[src/rtl/dll_ctrl_pkg.sv]
package dll_ctrl_pkg;

    typedef enum logic [1:0] {
        ST_IDLE   = 2'd0,
        ST_ARM    = 2'd1,
        ST_TRACK  = 2'd2,
        ST_LOCKED = 2'd3
    } dll_state_t;

endpackage

[src/rtl/dll_upd_timer.sv]
module dll_upd_timer #(
    parameter int PERIOD = 2
) (
    input  logic clk,
    input  logic rst_n,
    input  logic enable,
    output logic tick
);
    localparam int CNTW = (PERIOD > 1) ? $clog2(PERIOD) : 1;
    localparam logic [CNTW-1:0] LAST = CNTW'(PERIOD - 1);

    logic [CNTW-1:0] cnt_q;

    always_ff @(posedge clk or negedge rst_n) begin
        if (!rst_n) begin
            cnt_q <= '0;
        end else if (!enable) begin
            cnt_q <= '0;
        end else if (cnt_q == LAST) begin
            cnt_q <= '0;
        end else begin
            cnt_q <= cnt_q + CNTW'(1);
        end
    end

    assign tick = enable && (cnt_q == LAST);

endmodule

[src/rtl/dll_code_step.sv]
module dll_code_step #(
    parameter int CW = 6,
    parameter int FW = 4
) (
    input  logic [CW-1:0] ca,
    input  logic [CW-1:0] cb,
    input  logic [FW-1:0] k,
    input  logic          up,
    output logic [CW-1:0] ca_n,
    output logic [CW-1:0] cb_n,
    output logic [FW-1:0] k_n,
    output logic          blocked
);
    localparam logic [CW-1:0] CMAX = '1;
    localparam logic [FW-1:0] KMAX = '1;

    logic long_b;
    logic on_long;
    logic on_short;

    always_comb begin
        long_b   = (cb >= ca);
        on_long  = long_b ? (k == KMAX) : (k == '0);
        on_short = long_b ? (k == '0)   : (k == KMAX);
        ca_n     = ca;
        cb_n     = cb;
        k_n      = k;
        blocked  = 1'b0;
        if (up) begin
            if (!on_long) begin
                k_n = long_b ? (k + FW'(1)) : (k - FW'(1));
            end else if (long_b) begin
                if (ca == CMAX) blocked = 1'b1;
                else            ca_n = ca + CW'(1);
            end else begin
                if (cb == CMAX) blocked = 1'b1;
                else            cb_n = cb + CW'(1);
            end
        end else begin
            if (!on_short) begin
                k_n = long_b ? (k - FW'(1)) : (k + FW'(1));
            end else if (long_b) begin
                if (cb == '0) blocked = 1'b1;
                else          cb_n = cb - CW'(1);
            end else begin
                if (ca == '0) blocked = 1'b1;
                else          ca_n = ca - CW'(1);
            end
        end
    end

endmodule

[src/rtl/dll_lock_budget.sv]
module dll_lock_budget #(
    parameter int BUDGET = 200
) (
    input  logic clk,
    input  logic rst_n,
    input  logic enable,
    input  logic locked,
    output logic timeout
);
    localparam int BW = $clog2(BUDGET + 1);
    localparam logic [BW-1:0] LAST = BW'(BUDGET - 1);

    logic [BW-1:0] cnt_q;
    logic          seen_q;
    logic          to_q;

    always_ff @(posedge clk or negedge rst_n) begin
        if (!rst_n) begin
            cnt_q  <= '0;
            seen_q <= 1'b0;
            to_q   <= 1'b0;
        end else if (!enable) begin
            cnt_q  <= '0;
            seen_q <= 1'b0;
            to_q   <= 1'b0;
        end else begin
            if (locked) seen_q <= 1'b1;
            if (!seen_q && !locked && !to_q) begin
                if (cnt_q == LAST) to_q <= 1'b1;
                else               cnt_q <= cnt_q + BW'(1);
            end
        end
    end

    assign timeout = to_q;

endmodule

[src/rtl/dll_delay_ctrl.sv]
module dll_delay_ctrl
    import dll_ctrl_pkg::*;
#(
    parameter int CW          = 6,
    parameter int FW          = 4,
    parameter int UPD_PERIOD  = 2,
    parameter int LOCK_RUN    = 4,
    parameter int LOCK_BUDGET = 200
) (
    input  logic          clk,
    input  logic          rst_n,
    input  logic          enable,
    input  logic          pd_up,
    output logic          upd_tick,
    output logic [CW-1:0] coarse_a,
    output logic [CW-1:0] coarse_b,
    output logic [FW-1:0] fine_k,
    output logic          lock,
    output logic          range_err,
    output logic          lock_timeout
);
    localparam int RW = $clog2(LOCK_RUN + 1);
    localparam logic [RW-1:0] RUN_MAX = RW'(LOCK_RUN);

    dll_state_t    state_q, state_d;
    logic [CW-1:0] ca_q, cb_q, ca_s, cb_s;
    logic [FW-1:0] k_q, k_s;
    logic          blocked_s;
    logic [RW-1:0] run_q, run_d;
    logic          prev_q;
    logic          rerr_q;
    logic          tick;
    logic          run_done;

    dll_upd_timer #(.PERIOD(UPD_PERIOD)) u_timer (
        .clk    (clk),
        .rst_n  (rst_n),
        .enable (enable),
        .tick   (tick)
    );

    dll_code_step #(.CW(CW), .FW(FW)) u_step (
        .ca      (ca_q),
        .cb      (cb_q),
        .k       (k_q),
        .up      (pd_up),
        .ca_n    (ca_s),
        .cb_n    (cb_s),
        .k_n     (k_s),
        .blocked (blocked_s)
    );

    dll_lock_budget #(.BUDGET(LOCK_BUDGET)) u_budget (
        .clk     (clk),
        .rst_n   (rst_n),
        .enable  (enable),
        .locked  (lock),
        .timeout (lock_timeout)
    );

    // Length of the current run of alternating decisions, saturating.
    always_comb begin
        if (run_q == '0)            run_d = RW'(1);
        else if (pd_up != prev_q)   run_d = (run_q == RUN_MAX) ? run_q : run_q + RW'(1);
        else                        run_d = RW'(1);
        run_done = (run_d == RUN_MAX);
    end

    // Next-state logic.
    always_comb begin
        state_d = state_q;
        if (!enable) begin
            state_d = ST_IDLE;
        end else begin
            unique case (state_q)
                ST_IDLE:   state_d = ST_ARM;
                ST_ARM:    if (tick) state_d = ST_TRACK;
                ST_TRACK:  if (tick && run_done) state_d = ST_LOCKED;
                ST_LOCKED: if (tick && !run_done) state_d = ST_TRACK;
            endcase
        end
    end

    // State register.
    always_ff @(posedge clk or negedge rst_n) begin
        if (!rst_n) state_q <= ST_IDLE;
        else        state_q <= state_d;
    end

    // Output registers: control words, run tracking, range flag.
    always_ff @(posedge clk or negedge rst_n) begin
        if (!rst_n) begin
            ca_q   <= '0;
            cb_q   <= '0;
            k_q    <= '0;
            run_q  <= '0;
            prev_q <= 1'b0;
            rerr_q <= 1'b0;
        end else if (enable && tick) begin
            case (state_q)
                ST_ARM: begin
                    ca_q   <= '0;
                    cb_q   <= '0;
                    k_q    <= '0;
                    run_q  <= '0;
                    rerr_q <= 1'b0;
                end
                ST_TRACK, ST_LOCKED: begin
                    if (blocked_s) begin
                        rerr_q <= 1'b1;
                    end else begin
                        ca_q   <= ca_s;
                        cb_q   <= cb_s;
                        k_q    <= k_s;
                        rerr_q <= 1'b0;
                    end
                    run_q  <= run_d;
                    prev_q <= pd_up;
                end
                default: ;
            endcase
        end
    end

    assign upd_tick  = tick;
    assign coarse_a  = ca_q;
    assign coarse_b  = cb_q;
    assign fine_k    = k_q;
    assign range_err = rerr_q;
    assign lock      = (state_q == ST_LOCKED);

endmodule

[config.mk]
export PLATFORM = sky130hd
export DESIGN_NAME = dll_delay_ctrl
export DESIGN_NICKNAME = d
export VERILOG_FILES = /design/src/rtl/dll_ctrl_pkg.sv /design/src/rtl/dll_upd_timer.sv /design/src/rtl/dll_code_step.sv /design/src/rtl/dll_lock_budget.sv /design/src/rtl/dll_delay_ctrl.sv
export SDC_FILE = /design/constraint.sdc
export NUM_CORES = 1
export LEC_CHECK = 0
export BUFFER_PORTS_ARGS = -buffer_cell sky130_fd_sc_hd__buf_2
export CAP_MARGIN = 20
export CORE_UTILIZATION = 45
export CTS_CLUSTER_SIZE = 20
export DETAILED_ROUTE_END_ITERATION = 10
export GPL_ROUTABILITY_DRIVEN = 0
export MAX_ROUTING_LAYER = met4
export PLACE_DENSITY = 0.69
export RECOVER_POWER = 50
export SETUP_SLACK_MARGIN = 0.1
export SYNTH_ARGS = -nofsm -noshare
export SYNTH_HDL_FRONTEND = slang
export SYNTH_HIERARCHICAL = 1
export SYNTH_SLANG_ARGS = --single-unit
[constraint.sdc]
create_clock -name clk -period 3.8 [get_ports clk]
set_clock_uncertainty 0.1 [all_clocks]
set_input_delay 0.19 -clock clk [delete_from_list [all_inputs] [get_ports clk]]
set_output_delay 0.19 -clock clk [all_outputs]
set_load 0.02 [all_outputs]
### After elaboration in Yosys (flattened, before gate mapping)

Cells that the tools add are included.

* add/sub/neg operators: 9
* $mul: 0
* div/mod/pow operators: 0
* $lt $le $gt $ge: 1
* eq/ne operators: 30
* shifts and indexed selects: 0
* mux-type cells: 57
* bitwise gates (word level): 0
* reductions and logical operators: 25

Operators by type and width (count)
* two-way mux 6 bit: 16
* inequality test 3 bit, second input constant: 10
* two-way mux 4 bit: 6
* two-way mux 8 bit: 3
* one-hot mux 6 bit (2 select lines): 2
* two-way mux 1 bit: 19
* AND reduction 9 bit: 2
* inequality test 3 x 2 -> 1 bit, second input constant: 5
* adder 6 x 1 -> 6 bit, second input constant: 2
* == test 6 bit, second input constant: 2
* zero test 6 bit: 2
* subtractor 6 x 1 -> 6 bit, second input constant: 2
* two-way mux 3 bit: 3
* adder 8 x 1 -> 8 bit, second input constant: 1
* == test 8 bit, second input constant: 1
* two-way mux 2 bit: 4
* one-hot mux 2 bit (4 select lines): 1
* one-hot mux 4 bit (2 select lines): 1
* AND reduction 2 bit: 4
* == test 3 bit, second input constant: 2
* >= comparator 6 bit: 1
* logical AND 1 bit: 6
* inequality test 2 x 1 -> 1 bit, second input constant: 3
* one-hot mux 3 bit (2 select lines): 1
* other kinds (18): 23

* register bits after elaboration: 34
* bits in latches: 0
* bits in writable memories: 0
* bits in read-only memories: 0
* input port bits: 4
* output and inout port bits: 20
* memories kept: 0

### Longest topological paths before layout

* word-level depth: 10
* depth in mapped cells: 13
* gate-level depth less buffers: 10

### Cells and area by module

Netlist, hierarchy kept.

Modules (own cells, without submodules)
* dll_code_step: times used 1, cells each 176, area an instance 1239.9 um2, seq. area each 0.0 um2
* dll_delay_ctrl: times used 1, cells each 111, area an instance 1118.6 um2, seq. area each 575.6 um2
* dll_lock_budget: times used 1, cells each 50, area an instance 499.2 um2, seq. area each 250.2 um2
* dll_upd_timer: times used 1, cells each 3, area an instance 41.3 um2, seq. area each 25.0 um2

### Least setup slack after synthesis

No wires, ideal clock.

* path kind: register to register
* start: register ca_q[2] (netlist: coarse_a[2])
* end: register ca_q[0] (netlist: coarse_a[0])
* arrival: 2707 ps
* data required time: 3576 ps
* slack: 869 ps
* stages on the path, launching flop included: 14
* path buffers: 4
* cell sequence: dfrtp_1 > clkbuf_1 > inv_1 > ha_1 > nand4_1 > o221ai_2 > buf_2 > nor3_1 > a311oi_1 > a21oi_1 > a21o_1 > buf_6 > buf_6 > mux2i_1

* longest elaborated chain between the ends: 7
* elaborated cells between the ends (all ways): 20
* classes of those cells: order compare (1); eq/ne (8); mux (9); reduce/logical (2)

RTL lines
* start: declaration: line dll_delay_ctrl.sv:26 `logic [CW-1:0] ca_q, cb_q, ca_s, cb_s;`
* start signal: assignment: line dll_delay_ctrl.sv:112 `ca_q <= ca_s;`
* parallel branches: the longest is 4 deep, another holds >= comparator 6 bit
* two-way mux 1 bit *: line dll_code_step.sv:29 `if (up) begin`
* named net blocked_s: line dll_delay_ctrl.sv:28 `logic blocked_s;`
* inequality test 2 bit (no line) *
* AND reduction 9 bit (no line) *

Mark *: on every way through the listed nets, which the timed path passes.
A chain may end at the register's enable or synchronous reset.

### Worst setup path after layout

* start: register ca_q[3] (netlist: coarse_a[3])
* end: register ca_q[0] (netlist: coarse_a[0])

Same word-level chain as after synthesis.

==> summary.md <==
| Metric | Value |
|---|---|
| Outcome | `finished with violations` |
| Failing checks | `capacitance limit, slew limit` |
| Commonest non-fill, non-tap cell in the layout | `nand2_1` |
| Die H | `approximately 82 microns` |
| Endpoints failing hold | `0` |
| Synthesized area per cell | `about 8.5 sq um` |
| Clk sinks | `34` |
| Post-synth EDFFs | `0` |
| Worst Path Buf+Inv | `3` |
| FF-to-FF setup slack | `about 0.68 ns` |
| Worst reg2reg path startpoint | `coarse_a[3]` |
| Design Power | `1700 uW` |
| Number of global-route vias before repair | `2384` |
| Power Density | `547 mW/mm^2` |
| Crit Path Class | `flip-flop to flip-flop` |
| Number of remaining DRC errors | `0` |
| DRT Pass-1 Iters | `4` |
| FF-to-FF path depth | `11` |
| Fin crit period | `3.12 ns` |
| Ant. Diodes | `0` |
| I/O pin cnt | `24` |
| Max stage delay cell, worst path | `dfrtp_1` |
| Post-CTS sizing | `0` |
| CTS max path bufs | `2` |
| Final setup violation count | `0` |
| Post-DP HPWL | `about 4600 microns` |
| TNS Setup | `0 ns` |
| Sequential-to-total area share from yosys stat | `~30%` |
| CP Cell Sequence | `inv_1 > ha_1 > a21oi_1 > o221ai_2 > buf_4 > nor3_1 > nor2_1 > a21oi_1 > a21o_1 > buf_4 > mux2i_1` |
| Met2 Wirelength | `approximately 2800 microns` |
| FMAX | `320 MHz` |
| Hold Crit Endpoint | `state_q[1]` |
| Cells after Synth | `340` |
| Slew Viols, Final | `35` |
| Initial DRC Count | `around 210` |
| Area growth syn-to-layout | `7.38%` |
| Worst Path Max Fanout | `12` |
| Initial antenna violation count | `0` |
| Worst-Margin Slew | `1.80 ns` |
| # Post-CTS Setup Buffers | `0` |
| Buffers on Ports | `23` |
| Ys flop type | `dfrtp_1` |
| MaxCap Viol Count | `1` |
| Endpoint class of the critical path | `flip-flop` |
| CP max stage delay | `about 0.54 ns` |
| Async SR Flop Fraction | `between 90% and 100%` |
| Num rows | `28` |
| Total die area | `about 0.0068 sq mm` |
| RSZ-0062 raised after global routing | `no` |
| Vias/cell | `roughly 5.8` |
| Distinct cells, synth | `roughly 60` |
| Top layer in use | `met4` |
| RR Endpoint | `coarse_a[0]` |
| Worst hold start | `enable` |
| Routed wire length | `6300 microns` |
| Die X | `slightly above 80 microns` |
| Warnings from Yosys | `6` |
| Grt ovf | `0` |
| Starting Density | `between 40 and 50%` |
| Largest net degree at the start of global routing | `35` |
| Routed length on met1 | `approximately 3000 microns` |
| Core footprint | `0.00606 sq mm` |
| TritonCTS clock tree | `built` |
| CP startpoint kind | `flip-flop` |
| Max_slew headroom | `-20.1%` |
| Fraction of layout cells with a size suffix above 1 | `11.7%` |
| CP top delay family | `compound AO/OA/AOI/OAI gates` |
| Worst-skew pair later-pin latency | `between 0.2 and 0.3 ns` |
| H-tree levels | `2` |
| Worst Path Required | `about 4 ns` |
| Arr. time, crit path | `around 3.2 ns` |
| Layout net count | `379` |
| Final Hold Slack | `between 0.1 and 0.15 ns` |
| Cells on Worst Hold Path | `2` |
| Post-synth net total | `362` |
| Synth Cell Area | `a little under 0.003 sq mm` |
| FF+latch count, synth | `34` |
| CTS root buffer | `clkbuf_8` |
| Global-route wire length before repair | `about 11000 microns` |
| Hold crit path type | `input pin to flip-flop` |
| Metal3 WL | `341 microns` |
| Gr usage total | `a little over a fifth` |
| # fillers | `between 500 and 600` |
| Worst ir drop on vdd | `462 uV` |
| Post-layout util | `~50%` |
| Antenna viol nets, final | `0` |
| Via count | `approximately 2500` |
| Most frequent cells in the layout | `nand2_1 (37), dfrtp_1 (34), inv_1 (33)` |
| CTS Buf Count | `5` |
| Fin crit share | `82.1%` |
| Register clock-pin slew on the reported worst setup and hold paths | `around 0.07 ns` |
| Routed len/inst | `roughly 15 microns` |
| Leakage Power | `~0.0014 uW` |
==> what timing repair did <==
action	4_1_cts	5_1_grt
endpoints found under the setup margin	0	0
endpoints found under the hold margin	34	0
hold buffers	1	0
==> layout make-up <==
cell class | count | area (sq um) | area share (%)
Clock inverter | 1 | 5.00 | 0.161
Multi-Input combinational cell | 255 | 1810 | 58.2
Tap cell | 75 | 93.8 | 3.01
Clock buffer | 7 | 86.3 | 2.77
Sequential cell | 34 | 851 | 27.3
Timing Repair Buffer | 27 | 136 | 4.38
Inverter | 34 | 128 | 4.10
==> metrics by stage <==
stage,cells,worst slack [ns],area (sq um)
floorplan,340,0.869,2900
global placement,424,0.836,3020
detailed placement,424,0.731,3020
CTS,433,0.706,3120
global route,433,0.373,3110
finish,433,0.680,3110
==> state kept, by name (all words and copies together) (netlist names) <==
signal / count
coarse_a: 6
coarse_b: 6
fine_k: 4
prev_q: 1
range_err: 1
run_q: 3
state_q: 2
u_budget/cnt_q: 8
u_budget/seen_q: 1
u_budget/timeout: 1
u_timer/cnt_q: 1
==> synthesized netlist by cell type (all sizes together), types with 2 or more instances <==
library cell	n	area, sq um
dfrtp	34	851
or3	2	12.5
nor3	14	80.1
nor2	27	109
buf	13	92.6
and3	7	43.8
nand4	11	68.8
nand2b	4	32.5
nor4	7	65.1
a211oi	5	42.5
o21ai	7	35.0
ha	18	225
nor2b	3	18.8
nand3	18	90.1
xor2	4	35.0
inv	33	124
and2	3	20.0
o21a	2	15.0
clkbuf	4	15.0
a311oi	6	58.8
a21oi	16	91.3
mux2i	27	270
a21o	2	15.0
o31ai	4	30.0
nand2	37	139
a31oi	3	18.8
xnor2	7	80.1
mux2	2	26.3
==> logic make-up after synthesis <==
family | share of synthesized area (%)
and+or+nand+nor | 24.6
muxes | 10.2
xor gates and xnor gates | 3.97
adders and majority gates | 7.77
buffers and inverters | 8.11
AOI/OAI and AO/OA | 15.9
DFF | 29.3
==> where the power goes <==
group / total, uW / switching [uW] / leakage (uW) / internal (uW)
combinational: 910 / 548 / 0.000912 / 363
sequential: 523 / 110 / 0.000452 / 413
clock: 271 / 125 / 0.0000482 / 146
==> how the worst max path moves through the flow <==
stage | start | endpoint | cells after the start
finish | coarse_a[3] | coarse_a[0] | 11
global route | coarse_a[3] | fine_k[0] | 11
CTS | coarse_a[3] | coarse_a[0] | 11
detailed placement | coarse_a[3] | coarse_a[1] | 11
global placement | coarse_a[3] | fine_k[3] | 11
floorplan | coarse_a[2] | coarse_a[0] | 13
==> routing by layer <==
layer,vias up,global-route usage [%]
li1,1245,-
met3,9,3.74
met5,-,-
met2,79,33.7
met4,0,6.14
met1,1168,29.3
No activity file was read; power rests on OpenSTA's default activity.
